`src/rtl/dmaregs_pkg.sv`:
```
package dmaregs_pkg;
  // word offsets
  localparam int W_BUSCFG  = 0;
  localparam int W_TXKICK  = 1;
  localparam int W_RXBASE  = 2;
  localparam int W_TXBASE  = 3;
  localparam int W_STATUS  = 4;
  localparam int W_CTRL    = 5;
  localparam int W_IRQMASK = 6;
  localparam int W_RXCUR   = 7;
  localparam int W_TXCUR   = 8;
  localparam int W_IDENT   = 9;

  // status bit positions
  localparam int S_TX_DONE  = 0;
  localparam int S_TX_NOBUF = 2;
  localparam int S_RX_DONE  = 6;
  localparam int S_RX_NOBUF = 7;
  localparam int S_ABNORMAL = 15;
  localparam int S_NORMAL   = 16;

  // control bit positions
  localparam int C_RX_EN = 1;
  localparam int C_TX_EN = 13;

  localparam logic [31:0] IDENT_WORD = 32'h0000_1012;

  localparam int RING_RX = 0;
  localparam int RING_TX = 1;
  localparam int N_RINGS = 2;
endpackage

```
`src/rtl/dmaregs_status.sv`:
```
module dmaregs_status #(
  parameter int DATA_W = 32
) (
  input  logic              clk,
  input  logic              rst_n,
  input  logic              clr_en_i,
  input  logic              mask_we_i,
  input  logic [DATA_W-1:0] wdata_i,
  input  logic [DATA_W-1:0] set_i,
  output logic [DATA_W-1:0] status_o,
  output logic [DATA_W-1:0] mask_o,
  output logic              irq_o
);
  logic [DATA_W-1:0] status_q, status_n;
  logic [DATA_W-1:0] mask_q;
  logic              status_we;

  always_comb begin
    status_n = status_q;
    if (clr_en_i) status_n = status_n & ~wdata_i;
    status_n  = status_n | set_i;           // set beats clear
    status_we = clr_en_i | (|set_i);
  end

  always_ff @(posedge clk or negedge rst_n) begin
    if (!rst_n) begin
      status_q <= '0;
    end else if (status_we) begin
      status_q <= status_n;
    end
  end

  always_ff @(posedge clk or negedge rst_n) begin
    if (!rst_n) begin
      mask_q <= '0;
    end else if (mask_we_i) begin
      mask_q <= wdata_i;
    end
  end

  assign status_o = status_q;
  assign mask_o   = mask_q;
  assign irq_o    = |(status_q & mask_q);
endmodule

```
`src/rtl/dmaregs_ring.sv`:
```
module dmaregs_ring #(
  parameter int DATA_W     = 32,
  parameter int DESC_BYTES = 32
) (
  input  logic              clk,
  input  logic              rst_n,
  input  logic              base_we_i,
  input  logic [DATA_W-1:0] wdata_i,
  input  logic              step_i,
  input  logic              wrap_i,
  output logic [DATA_W-1:0] base_o,
  output logic [DATA_W-1:0] cur_o
);
  localparam logic [DATA_W-1:0] STEP = DATA_W'(DESC_BYTES);

  logic [DATA_W-1:0] base_q;
  logic [DATA_W-1:0] cur_q, cur_n;
  logic              cur_we;

  always_comb begin
    cur_n  = cur_q;
    cur_we = base_we_i | step_i;
    if (base_we_i)   cur_n = wdata_i;
    else if (wrap_i) cur_n = base_q;
    else             cur_n = cur_q + STEP;
  end

  always_ff @(posedge clk or negedge rst_n) begin
    if (!rst_n) begin
      base_q <= '0;
    end else if (base_we_i) begin
      base_q <= wdata_i;
    end
  end

  always_ff @(posedge clk or negedge rst_n) begin
    if (!rst_n) begin
      cur_q <= '0;
    end else if (cur_we) begin
      cur_q <= cur_n;
    end
  end

  assign base_o = base_q;
  assign cur_o  = cur_q;
endmodule

```
`src/rtl/dmaregs_top.sv`:
```
module dmaregs_top
  import dmaregs_pkg::*;
#(
  parameter int ADDR_W     = 4,
  parameter int DATA_W     = 32,
  parameter int DESC_BYTES = 32
) (
  input  logic              clk,
  input  logic              rst_n,
  input  logic              wr_en_i,
  input  logic [ADDR_W-1:0] addr_i,
  input  logic [DATA_W-1:0] wdata_i,
  output logic [DATA_W-1:0] rdata_o,
  input  logic [1:0]        tx_evt_i,
  input  logic [1:0]        rx_evt_i,
  input  logic              rx_ptr_step_i,
  input  logic              rx_ptr_wrap_i,
  input  logic              tx_ptr_step_i,
  input  logic              tx_ptr_wrap_i,
  output logic [DATA_W-1:0] rx_cur_o,
  output logic [DATA_W-1:0] tx_cur_o,
  output logic              rx_en_o,
  output logic              tx_en_o,
  output logic              tx_kick_o,
  output logic              irq_o
);
  localparam logic [DATA_W-1:0] IDENT = DATA_W'(IDENT_WORD);

  // write decode
  logic sel_bus, sel_kick, sel_status, sel_ctrl, sel_mask;
  logic [N_RINGS-1:0] sel_base;

  always_comb begin
    sel_bus    = wr_en_i && (addr_i == ADDR_W'(W_BUSCFG));
    sel_kick   = wr_en_i && (addr_i == ADDR_W'(W_TXKICK));
    sel_status = wr_en_i && (addr_i == ADDR_W'(W_STATUS));
    sel_ctrl   = wr_en_i && (addr_i == ADDR_W'(W_CTRL));
    sel_mask   = wr_en_i && (addr_i == ADDR_W'(W_IRQMASK));
    sel_base[RING_RX] = wr_en_i && (addr_i == ADDR_W'(W_RXBASE));
    sel_base[RING_TX] = wr_en_i && (addr_i == ADDR_W'(W_TXBASE));
  end

  // event to status-bit mapping
  logic [DATA_W-1:0] set_mask;
  always_comb begin
    set_mask = '0;
    if (tx_evt_i[0]) begin set_mask[S_TX_DONE]  = 1'b1; set_mask[S_NORMAL]   = 1'b1; end
    if (tx_evt_i[1]) begin set_mask[S_TX_NOBUF] = 1'b1; set_mask[S_ABNORMAL] = 1'b1; end
    if (rx_evt_i[0]) begin set_mask[S_RX_DONE]  = 1'b1; set_mask[S_NORMAL]   = 1'b1; end
    if (rx_evt_i[1]) begin set_mask[S_RX_NOBUF] = 1'b1; set_mask[S_ABNORMAL] = 1'b1; end
  end

  logic [DATA_W-1:0] status_q, mask_q;

  dmaregs_status #(.DATA_W(DATA_W)) u_status (
    .clk       (clk),
    .rst_n     (rst_n),
    .clr_en_i  (sel_status),
    .mask_we_i (sel_mask),
    .wdata_i   (wdata_i),
    .set_i     (set_mask),
    .status_o  (status_q),
    .mask_o    (mask_q),
    .irq_o     (irq_o)
  );

  // descriptor rings
  logic [N_RINGS-1:0] ring_step, ring_wrap;
  logic [DATA_W-1:0]  ring_base [N_RINGS];
  logic [DATA_W-1:0]  ring_cur  [N_RINGS];

  assign ring_step[RING_RX] = rx_ptr_step_i;
  assign ring_wrap[RING_RX] = rx_ptr_wrap_i;
  assign ring_step[RING_TX] = tx_ptr_step_i;
  assign ring_wrap[RING_TX] = tx_ptr_wrap_i;

  for (genvar g = 0; g < N_RINGS; g++) begin : g_ring
    dmaregs_ring #(.DATA_W(DATA_W), .DESC_BYTES(DESC_BYTES)) u_ring (
      .clk       (clk),
      .rst_n     (rst_n),
      .base_we_i (sel_base[g]),
      .wdata_i   (wdata_i),
      .step_i    (ring_step[g]),
      .wrap_i    (ring_wrap[g]),
      .base_o    (ring_base[g]),
      .cur_o     (ring_cur[g])
    );
  end

  assign rx_cur_o = ring_cur[RING_RX];
  assign tx_cur_o = ring_cur[RING_TX];

  // bus configuration and control words
  logic [DATA_W-1:0] buscfg_q, buscfg_n;
  logic [DATA_W-1:0] ctrl_q;
  logic              kick_q;

  always_comb begin
    buscfg_n    = wdata_i;
    buscfg_n[0] = 1'b0;
  end

  always_ff @(posedge clk or negedge rst_n) begin
    if (!rst_n) begin
      buscfg_q <= '0;
    end else if (sel_bus) begin
      buscfg_q <= buscfg_n;
    end
  end

  always_ff @(posedge clk or negedge rst_n) begin
    if (!rst_n) begin
      ctrl_q <= '0;
    end else if (sel_ctrl) begin
      ctrl_q <= wdata_i;
    end
  end

  always_ff @(posedge clk or negedge rst_n) begin
    if (!rst_n) begin
      kick_q <= 1'b0;
    end else begin
      kick_q <= sel_kick;
    end
  end

  assign rx_en_o   = ctrl_q[C_RX_EN];
  assign tx_en_o   = ctrl_q[C_TX_EN];
  assign tx_kick_o = kick_q;

  // read mux
  always_comb begin
    rdata_o = '0;
    case (addr_i)
      ADDR_W'(W_BUSCFG):  rdata_o = buscfg_q;
      ADDR_W'(W_RXBASE):  rdata_o = ring_base[RING_RX];
      ADDR_W'(W_TXBASE):  rdata_o = ring_base[RING_TX];
      ADDR_W'(W_STATUS):  rdata_o = status_q;
      ADDR_W'(W_CTRL):    rdata_o = ctrl_q;
      ADDR_W'(W_IRQMASK): rdata_o = mask_q;
      ADDR_W'(W_RXCUR):   rdata_o = ring_cur[RING_RX];
      ADDR_W'(W_TXCUR):   rdata_o = ring_cur[RING_TX];
      ADDR_W'(W_IDENT):   rdata_o = IDENT;
      default:            rdata_o = '0;
    endcase
  end
endmodule

```
`config.mk`:
```
export PLATFORM = sky130hd
export DESIGN_NAME = dmaregs_top
export DESIGN_NICKNAME = d
export VERILOG_FILES = /design/src/rtl/dmaregs_pkg.sv /design/src/rtl/dmaregs_status.sv /design/src/rtl/dmaregs_ring.sv /design/src/rtl/dmaregs_top.sv
export SDC_FILE = /design/constraint.sdc
export NUM_CORES = 1
export LEC_CHECK = 0
export BUFFER_PORTS_ARGS = -buffer_cell sky130_fd_sc_hd__buf_2
export CAP_MARGIN = 25
export CORE_MARGIN = 3
export CORE_UTILIZATION = 55
export CTS_CLUSTER_DIAMETER = 200
export DETAILED_ROUTE_END_ITERATION = 7
export PLACE_DENSITY = 0.78
export SYNTH_ARGS = -nofsm -noshare
export SYNTH_HDL_FRONTEND = slang
export SYNTH_SLANG_ARGS = --single-unit
```
`constraint.sdc`:
```
create_clock -name clk -period 2.7 [get_ports clk]
set_input_delay 0.54 -clock clk [delete_from_list [all_inputs] [get_ports clk]]
set_output_delay 0.54 -clock clk [all_outputs]
set_load 0.1 [all_outputs]
```
---- Word-level counts from Yosys, hierarchy flattened ----
Index checks and enable logic that the tools add are counted.
storage, ports and cells
  register bits ........................... 256
  bits in latches ......................... 0
  RAM bits ................................ 0
  memory bits (read-only) ................. 0
  bits of input ports ..................... 47
  output and inout port bits .............. 100
  logic and storage cells ................. 49
  memories ................................ 0
cells by class
  $add $sub $neg .......................... 2
  $mul .................................... 0
  divide/modulo/power cells ............... 0
  order comparisons ....................... 0
  equal/unequal tests ..................... 9
  shift operators ......................... 0
  mux-type cells .......................... 12
  bitwise gates (word level) .............. 7
  reductions and logical operators ........ 10
operators by type and width
  cell                     number
  $pmux W32 S9             1
  $mux W32                 5
  $add A32 B6 Y32 const B  2
  $and A32 B32 Y32         2
  $not A32 Y32             1
  $or A32 B17 Y32          1
  $reduce_or A32 Y1        1
  $eq A4 B3 Y1 const B     4
  $eq A4 B2 Y1 const B     2
  $eq A4 B4 Y1 const B     2
  $logic_and A1 B1 Y1      7
  $mux W1                  6
  $reduce_or A6 Y1         1
  $eq A4 B1 Y1 const B     1
  $logic_not A4 Y1         1
  $or A1 B1 Y1             3

---- Longest topological paths before layout ----
  word-level depth ........................ 4
  depth in mapped cells ................... 10
  gate-level depth less buffers ........... 6

---- Modules after synthesis ----
A second synthesis with hierarchy kept.
second synthesis, totals
  cells, all modules ...................... 1,321
  area total of the unflattened synthesis .. 13,709.4 um^2
modules (own cells, without submodules)
  module          instances  cells an instance  area an instance (um^2)
  dmaregs_ring    2          347                3,243.1
  dmaregs_top     1          439                4,713.3
  dmaregs_status  1          188                2,509.9

---- Worst setup path after synthesis ----
OpenSTA, ideal clock, no wires.
  path kind ............................... input port to output port
  start point ............................. input addr_i[3]
  end point ............................... output rdata_o[7]
  arrival ................................. 3,569 ps
  path slack .............................. -1,409 ps
  stages .................................. 5
  path buffers ............................ 3
  path through ............................ buf_2 -> clkbuf_1 -> buf_1 -> a32oi_1 -> o21ai_0
between the ends
  longest elaborated chain between the ends .. 2
  elaborated cells on any way between the ends .. 10
ends and longest elaborated chain
  item                                  RTL line            text
  start: declaration                    dmaregs_top.sv:11   input logic [ADDR_W-1:0] addr_i,
  $eq A4 B4 Y1 (tied with other cells)  dmaregs_top.sv:134  case (addr_i)
  $pmux W32 S9 *                        dmaregs_top.sv:134
  end: declaration                      dmaregs_top.sv:13   output logic [DATA_W-1:0] rdata_o,
Mark *: on every way between the ends. The rest lies on a longest branch, timed or not.

---- Final worst setup path ----
  start point ............................. input addr_i[0]
  end point ............................... output rdata_o[14]
Same word-level chain as after synthesis.

==> key figures <==
Floorplan
  • Core Area: 22920 um^2
  • Starting Density: 56.71%
  • Die W: 159.7 um
  • IO Count: 147
  • Row cnt: 55
  • Full die area: 25510 um^2
  • Die Ht: 159.7 um

Worst setup path
  • CP Launch Type: input pin
  • WS Path Type: in -> out
  • CP Capture Type: output port
  • CP required: 2.16 ns
  • Worst-path fanout max: 5
  • Worst path arrival time: 2.21 ns

Synth
  • Post-Syn Area: 13000 um^2
  • Post-synth EDFFs: 0
  • Syn_area_per_cell: 10.09 um^2
  • Yosys warning count: 0
  • Post-Syn Nets: 1337
  • Yosys reg bits: 256
  • Cell variety after synth: 63
  • Post-synth ARST share: 100.0%
  • Primary FF master, synth: dfrtp_1
  • Cells after Synth: 1288
  • Sequential-to-total area share from yosys stat: 49.29%

STA
  • Setup-failing EPs final: 10
  • Fmax: 0.3637 GHz
  • Post-layout minimum cycle time: 2.750 ns
  • Rel. slew slack: 54.16%
  • Final hold viol count: 0
  • Final Cycle Share: 101.8%
  • Final worst setup slack: -0.04968 ns
  • Worst Skew: 0.007351 ns
  • Slew Viols, Final: 0
  • Unrepaired setup endpoints after global routing: true
  • Worst slew pin tran: 0.6854 ns
  • Worst hold slack: 0.2066 ns

Clocking
  • Clk buf depth: 3
  • CTS Sinks: 256
  • Clk root buf: clkbuf_16
  • H-tree levels: 1
  • Clock latency at the later pin of the worst-skew pair: 0.55 ns
  • Clock transition at path regs: 0.06 ns
  • CTS tree: yes
  • TritonCTS buffer count: 27

Finish
  • Final #Nets: 1560
  • Share of cells above drive strength 1: 32.05%
  • Fillcell total: 1598
  • Commonest non-fill, non-tap cells in the layout: 253 x dfrtp_1, 250 x nand2_1, 108 x buf_2
  • Final Util: 73.72%
  • Commonest non-fill, non-tap cell in the layout: dfrtp_1
  • Relative area change from synthesis to final layout: 29.98%

Routing
  • Wire per inst: 26.00 um
  • DR pass1 iterations: 6
  • Detail Route Antenna Nets: 0
  • DR DRC count: 0
  • Routed Wire Length: 48.00 mm
  • Vias: 12403
  • First-iteration detailed-routing DRC count: 1877
  • Via/cell ratio: 6.719

Run
  • Max Cap Viol: 0

Power
  • Pwr dens: 814.6 nW/um^2
  • Total Power: 13.76 mW
  • Leakage power: 7.838 nW
  • Maximum vdd drop: 0.6086 mV

GRT
  • Largest net degree at the start of global routing: 86
  • Wire length of the first global-routing pass: 72.20 mm
  • Overflow after GRT: 0
  • Gr usage total: 36.43%
  • Initial antenna violation count: 0
  • Number of global-route vias before repair: 12028

Placement
  • PortBufs: 146
  • Post-DP HPWL: 34.61 mm
  • Routability Congestion: 0.9773

Status
  • Failing checks: setup timing
  • Outcome: finished with violations

Hold path
  • Hold WC Path Type: in -> reg
[stage by stage]
step,area [um^2],cells,TNS (ns),setup WS (ns)
floorplan,13280,1288,-2.792,-0.5089
global placement,15480,1771,-5.318,-0.5315
detailed placement,15490,1772,-1.636,-0.1414
CTS,16670,1832,-0.02557,-0.01474
global route,16890,1845,-0.6704,-0.1083
finish,16890,1846,-0.2191,-0.04968
[flip-flops by register name, indices dropped and copies added (netlist names)]
name	count
buscfg_q	31
g_ring.u_ring.base_o	64
g_ring.u_ring.cur_o	64
ctrl_q	32
u_status.status_o	32
u_status.mask_o	32
tx_kick_o	1
[worst max-delay path, stage by stage]
cell and delay, ns:
buf_8 0.10, buf_6 0.12, buf_6 0.11, nand2_4 0.08
nor2_4 0.05, buf_12 0.13, buf_8 0.12, a222oi_1 0.35
o211ai_1 0.31, clkbuf_16 0.29
[Yosys cell counts, drive strengths merged (3+ instances only)]
cell type | n | share of area (%)
o221ai | 23 | 1.5
or2 | 4 | 0.19
nor2b | 19 | 0.91
o211ai | 20 | 1.2
a31oi | 11 | 0.53
inv | 10 | 0.29
nor3 | 24 | 1.0
a21boi | 27 | 1.6
a22o | 15 | 1.0
nand2b | 6 | 0.29
nand2 | 252 | 7.3
a21oi | 29 | 1.1
mux2i | 33 | 2.5
and4 | 5 | 0.34
a211oi | 4 | 0.23
nor4 | 7 | 0.34
nor2 | 37 | 1.2
and3 | 24 | 1.2
xnor2 | 16 | 1.1
a22oi | 58 | 3.4
nand3 | 41 | 1.6
a221oi | 10 | 0.67
a222oi | 27 | 2.1
xor2 | 20 | 1.3
dfrtp | 256 | 49
a21o | 5 | 0.29
nand3b | 7 | 0.40
mux2 | 97 | 8.4
a211o | 3 | 0.20
a32oi | 6 | 0.40
o31ai | 3 | 0.17
o21ai | 49 | 1.9
nor3b | 5 | 0.29
clkbuf | 59 | 1.7
buf | 32 | 1.4
a221o | 5 | 0.39
nand4 | 19 | 0.91
[final timing paths]
| kind | slack (ns) | to | startpoint | depth (start not counted) |
|---|---|---|---|---|
| min reg2reg | 0.51 | buscfg_q[6] | buscfg_q[6] | 1 |
| min | 0.21 | u_status.status_o[0] | tx_evt_i[0] | 2 |
| min in group asynchronous | 0.52 | g_ring[1].u_ring.base_o[28] | rst_n | 2 |
| max reg2reg | 0.47 | g_ring[0].u_ring.cur_o[25] | g_ring[0].u_ring.cur_o[13] | 5 |
| max in group asynchronous | 1.35 | buscfg_q[5] | rst_n | 3 |
| max | -0.05 | rdata_o[14] | addr_i[0] | 10 |
[routing by layer]
layer,wire (um),up-vias,part of all wire (%),GRT usage [%]
li1,-,5225,-,-
met1,17990,5991,37,50.87
met2,21150,1007,44,54.53
met3,6699,180,14,10.04
met4,2155,0,4.5,14.01
met5,0,-,0,0
[cells by family (layout without fill, tap and decap cells)]
| logic type | count (synthesis) | count (layout) | synth area share (%) |
|---|---|---|---|
| buf+inv | 101 | 345 | 3.398 |
| other cells | 0 | 1 | 0 |
| compound gates | 307 | 307 | 17.42 |
| mux | 130 | 130 | 10.95 |
| xor+xnor | 36 | 36 | 2.426 |
| fa+ha+maj | 2 | 2 | 0.1925 |
| simple gates | 456 | 456 | 16.33 |
| flops | 256 | 256 | 49.29 |
[cell type report]
class,instances,area (um^2),area share (%)
clock buffer,37,763.2,4.518
timing repair buffer,285,2610,15.45
tap,313,391.6,2.318
sequential,256,6410,37.95
inverter,10,37.54,0.2222
multi-input combinational,931,6531,38.66
clock inverter,13,146.4,0.8666
antenna,1,2.502,0.01481
[power by group]
part | switching, mW | internal, mW | total, mW
registers | 0.955 | 4.56 | 5.52
logic | 3.10 | 1.30 | 4.40
clock network | 1.58 | 2.26 | 3.84
total | 5.64 | 8.13 | 13.8
[repair_timing]
| item | CTS | global route |
|---|---|---|
| setup buffers | 9 | 15 |
| endpoints found under the hold margin | 53 | 0 |
| hold buffers | 1 | 0 |
| cloned | 1 | 0 |
| pin swaps | 14 | 20 |
| setup endpoints to repair | 23 | 21 |
| gates resized for setup | 37 | 31 |
Note: power is estimated with default switching activity, not from simulation.
